[src/rtl/sdm_pkg.sv]
package sdm_pkg;
   typedef enum logic [2:0] {
      CMD_NOP = 3'd0,
      CMD_ACT = 3'd1,
      CMD_RD  = 3'd2,
      CMD_WR  = 3'd3,
      CMD_PRE = 3'd4,
      CMD_REF = 3'd5
   } sdm_cmd_e;
endpackage

[src/rtl/sdm_bank_track.sv]
// Per-bank state: open row, elapsed-time counters, hit and idle counters.
module sdm_bank_track #(
   parameter int ROW_W  = 13,
   parameter int TRAS_W = 4,
   parameter int HIT_W  = 7,
   parameter int IDLE_W = 8,
   parameter int CNT_W  = TRAS_W + 1
) (
   input  logic              clk,
   input  logic              rst,
   input  logic              do_act,
   input  logic              do_pre,
   input  logic              do_acc,
   input  logic [ROW_W-1:0]  act_row,
   input  logic [TRAS_W-1:0] tras,
   input  logic [CNT_W-1:0]  trp_cyc,
   input  logic [HIT_W-1:0]  hit_limit,
   input  logic [IDLE_W-1:0] idle_limit,
   output logic              is_open,
   output logic [ROW_W-1:0]  open_row,
   output logic              pre_ok,
   output logic              act_ok,
   output logic              pre_done,
   output logic              close_due
);
   logic [CNT_W-1:0]  since_act, since_pre;
   logic [HIT_W-1:0]  hits;
   logic [IDLE_W-1:0] idle;
   logic              touched;
   logic [CNT_W-1:0]  tras_x, trc_x;

   assign tras_x = {1'b0, tras};
   assign trc_x  = tras_x + trp_cyc;

   always_ff @(posedge clk) begin
      if (rst) begin
         is_open   <= 1'b0;
         open_row  <= '0;
         since_act <= '1;
         since_pre <= '1;
         hits      <= '0;
         idle      <= '0;
         touched   <= 1'b0;
      end else begin
         if (do_act) begin
            is_open   <= 1'b1;
            open_row  <= act_row;
            since_act <= CNT_W'(1);
            hits      <= '0;
            idle      <= '0;
            touched   <= 1'b0;
         end else begin
            if (since_act != '1) since_act <= since_act + 1'b1;
            if (do_acc) begin
               if (hits != '1) hits <= hits + 1'b1;
               idle    <= '0;
               touched <= 1'b1;
            end else if (idle != '1) begin
               idle <= idle + 1'b1;
            end
         end
         if (do_pre) begin
            is_open   <= 1'b0;
            since_pre <= CNT_W'(1);
         end else if (since_pre != '1) begin
            since_pre <= since_pre + 1'b1;
         end
      end
   end

   assign pre_ok    = is_open && (since_act >= tras_x);
   assign pre_done  = since_pre >= trp_cyc;
   assign act_ok    = !is_open && pre_done && (since_act >= trc_x);
   assign close_due = is_open &&
                      ((hits >= hit_limit) ||
                       ((idle >= idle_limit) && ((idle_limit != '0) || touched)));
endmodule

[src/rtl/sdm_ref_timer.sv]
// Free-running refresh interval counter with a sticky pending flag.
module sdm_ref_timer #(
   parameter int INTERVAL = 1560,
   localparam int CW = (INTERVAL > 2) ? $clog2(INTERVAL) : 1
) (
   input  logic clk,
   input  logic rst,
   input  logic ref_issued,
   output logic ref_pending
);
   logic [CW-1:0] cnt;
   logic          wrap;

   assign wrap = (cnt == CW'(INTERVAL - 1));

   always_ff @(posedge clk) begin
      if (rst) begin
         cnt         <= '0;
         ref_pending <= 1'b0;
      end else begin
         cnt <= wrap ? '0 : cnt + 1'b1;
         if (wrap)            ref_pending <= 1'b1;
         else if (ref_issued) ref_pending <= 1'b0;
      end
   end
endmodule

[src/rtl/sdm_sched.sv]
// One command per cycle: closures first, then refresh, then the head request.
module sdm_sched
   import sdm_pkg::*;
#(
   parameter int NUM_BANKS = 4,
   parameter int BANK_W    = 2,
   parameter int ROW_W     = 13
) (
   input  logic                 ref_pending,
   input  logic                 act_last,
   input  logic                 req_valid,
   input  logic                 req_write,
   input  logic [BANK_W-1:0]    req_bank,
   input  logic [ROW_W-1:0]     req_row,
   input  logic [NUM_BANKS-1:0] bk_open,
   input  logic [NUM_BANKS-1:0] bk_pre_ok,
   input  logic [NUM_BANKS-1:0] bk_act_ok,
   input  logic [NUM_BANKS-1:0] bk_pre_done,
   input  logic [NUM_BANKS-1:0] bk_close_due,
   input  logic [ROW_W-1:0]     bk_row [NUM_BANKS],
   output sdm_cmd_e             op,
   output logic [BANK_W-1:0]    op_bank,
   output logic                 grant
);
   logic              close_any;
   logic [BANK_W-1:0] close_idx;
   logic              row_hit;

   always_comb begin
      close_any = 1'b0;
      close_idx = '0;
      for (int i = NUM_BANKS - 1; i >= 0; i--) begin
         if (bk_pre_ok[i] && (ref_pending || bk_close_due[i])) begin
            close_any = 1'b1;
            close_idx = BANK_W'(i);
         end
      end
   end

   assign row_hit = (bk_row[req_bank] == req_row);

   always_comb begin
      op      = CMD_NOP;
      op_bank = '0;
      grant   = 1'b0;
      if (close_any) begin
         op      = CMD_PRE;
         op_bank = close_idx;
      end else if (ref_pending) begin
         if ((bk_open == '0) && (&bk_pre_done)) op = CMD_REF;
      end else if (req_valid) begin
         op_bank = req_bank;
         if (bk_open[req_bank]) begin
            if (row_hit && !bk_close_due[req_bank]) begin
               op    = req_write ? CMD_WR : CMD_RD;
               grant = 1'b1;
            end else if (!row_hit && bk_pre_ok[req_bank]) begin
               op = CMD_PRE;
            end
         end else if (bk_act_ok[req_bank] && !act_last) begin
            op = CMD_ACT;
         end
      end
   end
endmodule

[src/rtl/sdram_bank_mgr.sv]
module sdram_bank_mgr
   import sdm_pkg::*;
#(
   parameter int NUM_BANKS    = 4,
   parameter int ROW_W        = 13,
   parameter int COL_W        = 10,
   parameter int TRAS_W       = 4,
   parameter int HIT_W        = 7,
   parameter int IDLE_W       = 8,
   parameter int REF_INTERVAL = 1560,
   localparam int BANK_W      = $clog2(NUM_BANKS)
) (
   input  logic              clk,
   input  logic              rst,
   input  logic              req_valid,
   output logic              req_ready,
   input  logic              req_write,
   input  logic [BANK_W-1:0] req_bank,
   input  logic [ROW_W-1:0]  req_row,
   input  logic [COL_W-1:0]  req_col,
   input  logic [TRAS_W-1:0] cfg_tras,
   input  logic              cfg_trp_long,
   input  logic [HIT_W-1:0]  cfg_hit_limit,
   input  logic [IDLE_W-1:0] cfg_idle_limit,
   input  logic              cfg_ref_dual,
   output logic [2:0]        cmd_op,
   output logic [BANK_W-1:0] cmd_bank,
   output logic [ROW_W-1:0]  cmd_row,
   output logic [COL_W-1:0]  cmd_col,
   output logic              cmd_ref_dual
);
   localparam int CNT_W = TRAS_W + 1;

   if (NUM_BANKS < 2 || NUM_BANKS != (1 << BANK_W)) begin : g_bad_banks
      $error("NUM_BANKS must be a power of two of at least 2");
   end
   if (REF_INTERVAL < 4) begin : g_bad_ref
      $error("REF_INTERVAL must be at least 4");
   end
   if (HIT_W < 7) begin : g_bad_hit
      $error("HIT_W must hold a hit limit of 64");
   end
   if (TRAS_W < 3) begin : g_bad_tras
      $error("TRAS_W must hold an open time of at least 7");
   end

   logic [NUM_BANKS-1:0] bk_open, bk_pre_ok, bk_act_ok, bk_pre_done, bk_close_due;
   logic [ROW_W-1:0]     bk_row [NUM_BANKS];
   logic [CNT_W-1:0]     trp_cyc;
   logic                 ref_pending, act_last, grant;
   sdm_cmd_e             op;
   logic [BANK_W-1:0]    op_bank;

   assign trp_cyc = cfg_trp_long ? CNT_W'(3) : CNT_W'(2);

   for (genvar i = 0; i < NUM_BANKS; i++) begin : g_bank
      sdm_bank_track #(
         .ROW_W(ROW_W), .TRAS_W(TRAS_W), .HIT_W(HIT_W),
         .IDLE_W(IDLE_W), .CNT_W(CNT_W)
      ) u_trk (
         .clk       (clk),
         .rst       (rst),
         .do_act    ((op == CMD_ACT) && (op_bank == BANK_W'(i))),
         .do_pre    ((op == CMD_PRE) && (op_bank == BANK_W'(i))),
         .do_acc    (grant && (op_bank == BANK_W'(i))),
         .act_row   (req_row),
         .tras      (cfg_tras),
         .trp_cyc   (trp_cyc),
         .hit_limit (cfg_hit_limit),
         .idle_limit(cfg_idle_limit),
         .is_open   (bk_open[i]),
         .open_row  (bk_row[i]),
         .pre_ok    (bk_pre_ok[i]),
         .act_ok    (bk_act_ok[i]),
         .pre_done  (bk_pre_done[i]),
         .close_due (bk_close_due[i])
      );
   end

   sdm_ref_timer #(.INTERVAL(REF_INTERVAL)) u_ref (
      .clk        (clk),
      .rst        (rst),
      .ref_issued (op == CMD_REF),
      .ref_pending(ref_pending)
   );

   sdm_sched #(.NUM_BANKS(NUM_BANKS), .BANK_W(BANK_W), .ROW_W(ROW_W)) u_sched (
      .ref_pending (ref_pending),
      .act_last    (act_last),
      .req_valid   (req_valid),
      .req_write   (req_write),
      .req_bank    (req_bank),
      .req_row     (req_row),
      .bk_open     (bk_open),
      .bk_pre_ok   (bk_pre_ok),
      .bk_act_ok   (bk_act_ok),
      .bk_pre_done (bk_pre_done),
      .bk_close_due(bk_close_due),
      .bk_row      (bk_row),
      .op          (op),
      .op_bank     (op_bank),
      .grant       (grant)
   );

   always_ff @(posedge clk) begin
      if (rst) act_last <= 1'b0;
      else     act_last <= (op == CMD_ACT);
   end

   assign req_ready    = grant;
   assign cmd_op       = op;
   assign cmd_bank     = op_bank;
   assign cmd_row      = ((op == CMD_ACT) || grant) ? req_row : '0;
   assign cmd_col      = grant ? req_col : '0;
   assign cmd_ref_dual = (op == CMD_REF) && cfg_ref_dual;
endmodule

[config.mk]
export PLATFORM = sky130hd
export DESIGN_NAME = sdram_bank_mgr
export DESIGN_NICKNAME = d
export VERILOG_FILES = /design/src/rtl/sdm_pkg.sv /design/src/rtl/sdm_bank_track.sv /design/src/rtl/sdm_ref_timer.sv /design/src/rtl/sdm_sched.sv /design/src/rtl/sdram_bank_mgr.sv
export SDC_FILE = /design/constraint.sdc
export NUM_CORES = 1
export LEC_CHECK = 0
export BUFFER_PORTS_ARGS = -buffer_cell sky130_fd_sc_hd__clkbuf_2
export CAP_MARGIN = 20
export CORE_MARGIN = 2
export CORE_UTILIZATION = 47
export DETAILED_ROUTE_END_ITERATION = 6
export GPL_ROUTABILITY_DRIVEN = 0
export GPL_TIMING_DRIVEN = 0
export SYNTH_ARGS = -nofsm -noshare
export SYNTH_HDL_FRONTEND = slang
export SYNTH_SLANG_ARGS = --single-unit
[constraint.sdc]
create_clock -name clk -period 13.4 [get_ports clk]
set_input_delay 2.68 -clock clk [delete_from_list [all_inputs] [get_ports clk]]
set_output_delay 2.68 -clock clk [all_outputs]
set_load 0.05 [all_outputs]
==> impl_metrics.ini <==
[clock_tree]
h-tree-depth = 4
cts.clk_slew.worst_paths_ns = 0.08
clockBufferDepth = 2
ctsResizeCount = 0
clock_latency_ns = 0.45
cts_buffers = 17
tritoncts = yes
postCtsSetupBuffers = 0
hold_buffers = 0
clock_sinks = 173
cts_root_buf = clkbuf_16

[worst_setup_path]
critPathMaxStageDelay_ns = 0.50
path_class = input pin to output pin
crit_path_start_kind = input pin
crit_buf_inv = 4
cp.arrival_ns = 6.70
crit_fanout = 10
cp_top_family = compound AO/OA/AOI/OAI gates
crit_path_frequent_cell = ha_1
crit_required_ns = 10.72
crit_slowest_cell = a311oi_4
end_kind = output pin
crit_chain = clkbuf_2 > ha_1 > inv_1 > ha_1 > xor2_1 > ha_1 > nand2_1 > o21ai_0 > maj3_1 > a21o_1 > a32oi_1 > a311oi_4 > nand3_1 > nand2_1 > clkbuf_1 > and2_1 > clkbuf_2

[outcome]
outcome = completed

[job]
drv_cap = 0

[yosys]
ys.flop_type = dfxtp_1
synthCells = 1161
ys_warn_count = 0
synth.avg_cell_area_um2 = 9.06
synth-edff-count = 0
synth-seq-area-share_pct = 32.9
synth_cell_types = 71
syn_nets = 1334
ys_async_sr_fraction_pct = 0
syn_area_um2 = 10500
ys_ff_latch = 173

[sta]
holdWs_ns = 0.450
hold_viol = 0
final-setup-viol-count = 0
slew_headroom_pct = 47.7
fmax_ghz = 0.107
slew_viol_final = 0
fin_crit_sh_pct = 70.0
max_slew.worst_pin.slew_ns = 0.784
finalSetupTns_ns = 0
finalWorstSetupSlack_ns = 4.02
skew_ns = 0.0165
rsz0062_at_grt = no
fin_crit_ns = 9.38

[layout]
fillerInstances = 2038
area_growth_pct = 12.7
drive_above_1_share_pct = 11.8
regArea_um2 = 3460
multiInputGateArea_um2 = 6670
nets = 1428
antenna_cells = 0
finalInstanceArea_um2 = 11900

[place]
placed_cell_area_um2 = 11200
dp_slack_ns = 4.05
hpwl_mm = 19.3
numPortBuffers = 75

[route]
via_per_inst = 5.67
wl_mm = 25.8
wl_per_cell_um = 16.7
antenna_left = 0
drc = 0
drt_first_pass_iters = 5
initialDrtViolationCount = 450
num_vias = 8782

[grt]
grt_start_max_net_pins = 20
antenna_found_initial = 0
gr-total-overflow = 0
grt_use_total_pct = 22.5
grt_pass1_wl_mm = 42.9
grt_pass1_vias = 8290

[floorplan]
design.core.area_um2 = 21900
io_pins = 80
die_h_um = 154
placementRows = 54
initial_core_util_pct = 48.1
dieArea_um2 = 23600
die_x_um = 154

[pwr]
max-vdd-ir-drop_uv = 71.3
leakage_uw = 0.00532
report.power.total_uw = 1620
powerDensity_nw_per_um2 = 137

[worst_hold_path]
hold_path.class = flop to flop
-- synth_stat cells, drive strengths merged (3+ instances only) --
master,n,area (um2)
and3,26,163
clkbuf,23,86.3
nand2b,9,56.3
nand4b,11,109
or4,15,113
o311ai,3,33.8
nor4,6,50.0
nor2b,15,93.8
o211ai,6,55.1
a21oi,61,309
a31oi,8,50.1
or3,9,56.3
nor2,116,435
a211o,4,35.0
maj3,4,40.0
nand2,50,188
o211a,4,40.0
ha,123,1540
a211oi,8,60.1
a2111oi,3,27.5
inv,59,221
mux2i,75,751
nor3,20,105
buf,12,80.1
nand3,48,245
and2,27,169
dfxtp,173,3460
a21o,13,97.6
xnor2,27,236
and4,5,43.8
nand4,18,131
mux4,12,270
o21a,10,75.1
xor2,34,298
o31ai,15,113
o21ai,78,390
-- state kept, by name (all words and copies together) (netlist names) --
| name | count |
|---|---|
| act_last | 1 |
| g_bank.u_trk.since_act | 20 |
| g_bank.u_trk.open_row | 52 |
| g_bank.u_trk.touched | 4 |
| g_bank.u_trk.is_open | 4 |
| u_ref.ref_pending | 1 |
| g_bank.u_trk.hits | 28 |
| u_ref.cnt | 11 |
| g_bank.u_trk.idle | 32 |
| g_bank.u_trk.since_pre | 20 |
-- cell families after synthesis --
| kind of cell | after synthesis | share of synthesized area, % |
|---|---|---|
| adders and majority gates | 127 | 15.0 |
| muxes | 89 | 9.92 |
| DFF | 173 | 32.9 |
| AOI/OAI and AO/OA | 233 | 14.0 |
| buffers and inverters | 94 | 3.69 |
| xor gates and xnor gates | 61 | 5.08 |
| and+or+nand+nor | 384 | 19.4 |
-- worst paths after layout --
check	startpoint	to	slack, ns	depth (start not counted)
setup / recovery	cfg_trp_long	cmd_row[4]	4.02	17
hold / removal	u_ref.cnt[0]$_SDFF_PP0_	u_ref.cnt[0]$_SDFF_PP0_	0.45	1
setup reg to reg	g_bank[3].u_trk.idle[0]$_SDFFE_PP0P_	g_bank[3].u_trk.hits[3]$_SDFFE_PP0P_	9.47	13
hold reg to reg	u_ref.cnt[0]$_SDFF_PP0_	u_ref.cnt[0]$_SDFF_PP0_	0.45	1
-- layout by cell type (no fill, tap or decap), types with 5 or more instances in the layout --
| cell | netlist | final |
|---|---|---|
| a21o_1 | 13 | 13 |
| o21a_1 | 10 | 10 |
| a211oi_1 | 8 | 8 |
| clkbuf_1 | 23 | 23 |
| mux2i_1 | 75 | 75 |
| nand4_1 | 15 | 15 |
| xnor2_1 | 27 | 27 |
| clkinv_8 | 0 | 5 |
| a21oi_1 | 60 | 60 |
| nand2_1 | 50 | 50 |
| and2_1 | 26 | 26 |
| clkbuf_16 | 0 | 17 |
| nand2b_1 | 9 | 9 |
| a31oi_1 | 8 | 8 |
| and3_1 | 26 | 26 |
| or3_1 | 9 | 9 |
| buf_2 | 7 | 7 |
| nor2_1 | 116 | 116 |
| ha_1 | 123 | 123 |
| inv_1 | 59 | 59 |
| o31ai_1 | 15 | 15 |
| nand4b_1 | 9 | 9 |
| nor3_1 | 19 | 19 |
| dfxtp_1 | 173 | 173 |
| and4_1 | 5 | 5 |
| mux4_2 | 12 | 12 |
| xor2_1 | 34 | 34 |
| nor2b_1 | 15 | 15 |
| clkbuf_2 | 0 | 75 |
| or4_1 | 15 | 15 |
| nand3_1 | 47 | 47 |
| o21ai_0 | 77 | 77 |
-- report_power, final --
group          leakage [uW]  total, uW  switching, uW  internal (uW)
clock network      0.000296        502            245            257
registers           0.00141        643           66.9            576
logic               0.00362        480            248            232
total               0.00532       1620            559           1070
-- per-stage QoR --
step | cells | utilization (%)
6_report | 1548 | 54.2
5_1_grt | 1548 | 54.2
4_1_cts | 1548 | 54.2
3_5_place_dp | 1516 | 51.4
3_3_place_gp | 1516 | 51.4
2_1_floorplan | 1161 | -
-- layout make-up --
type / count / area share, %
clock inverters: 14 / 1.41
multi-input cells: 894 / 56.3
plain buffers: 35 / 1.40
flip-flops and latches: 173 / 29.2
repair buffers: 75 / 3.17
inverters: 59 / 1.87
well taps: 280 / 2.96
clock buffers: 18 / 3.70
-- metal layers --
layer  share of wire [%]  track usage, %  vias to the layer above
li1                    -               -                     4425
met1                  48            30.7                     4136
met2                  46            37.1                      188
met3                 4.1            3.13                       33
met4                 1.9            6.99                        0
met5                   0               0                        -
No activity file was read; power rests on OpenSTA's default activity.
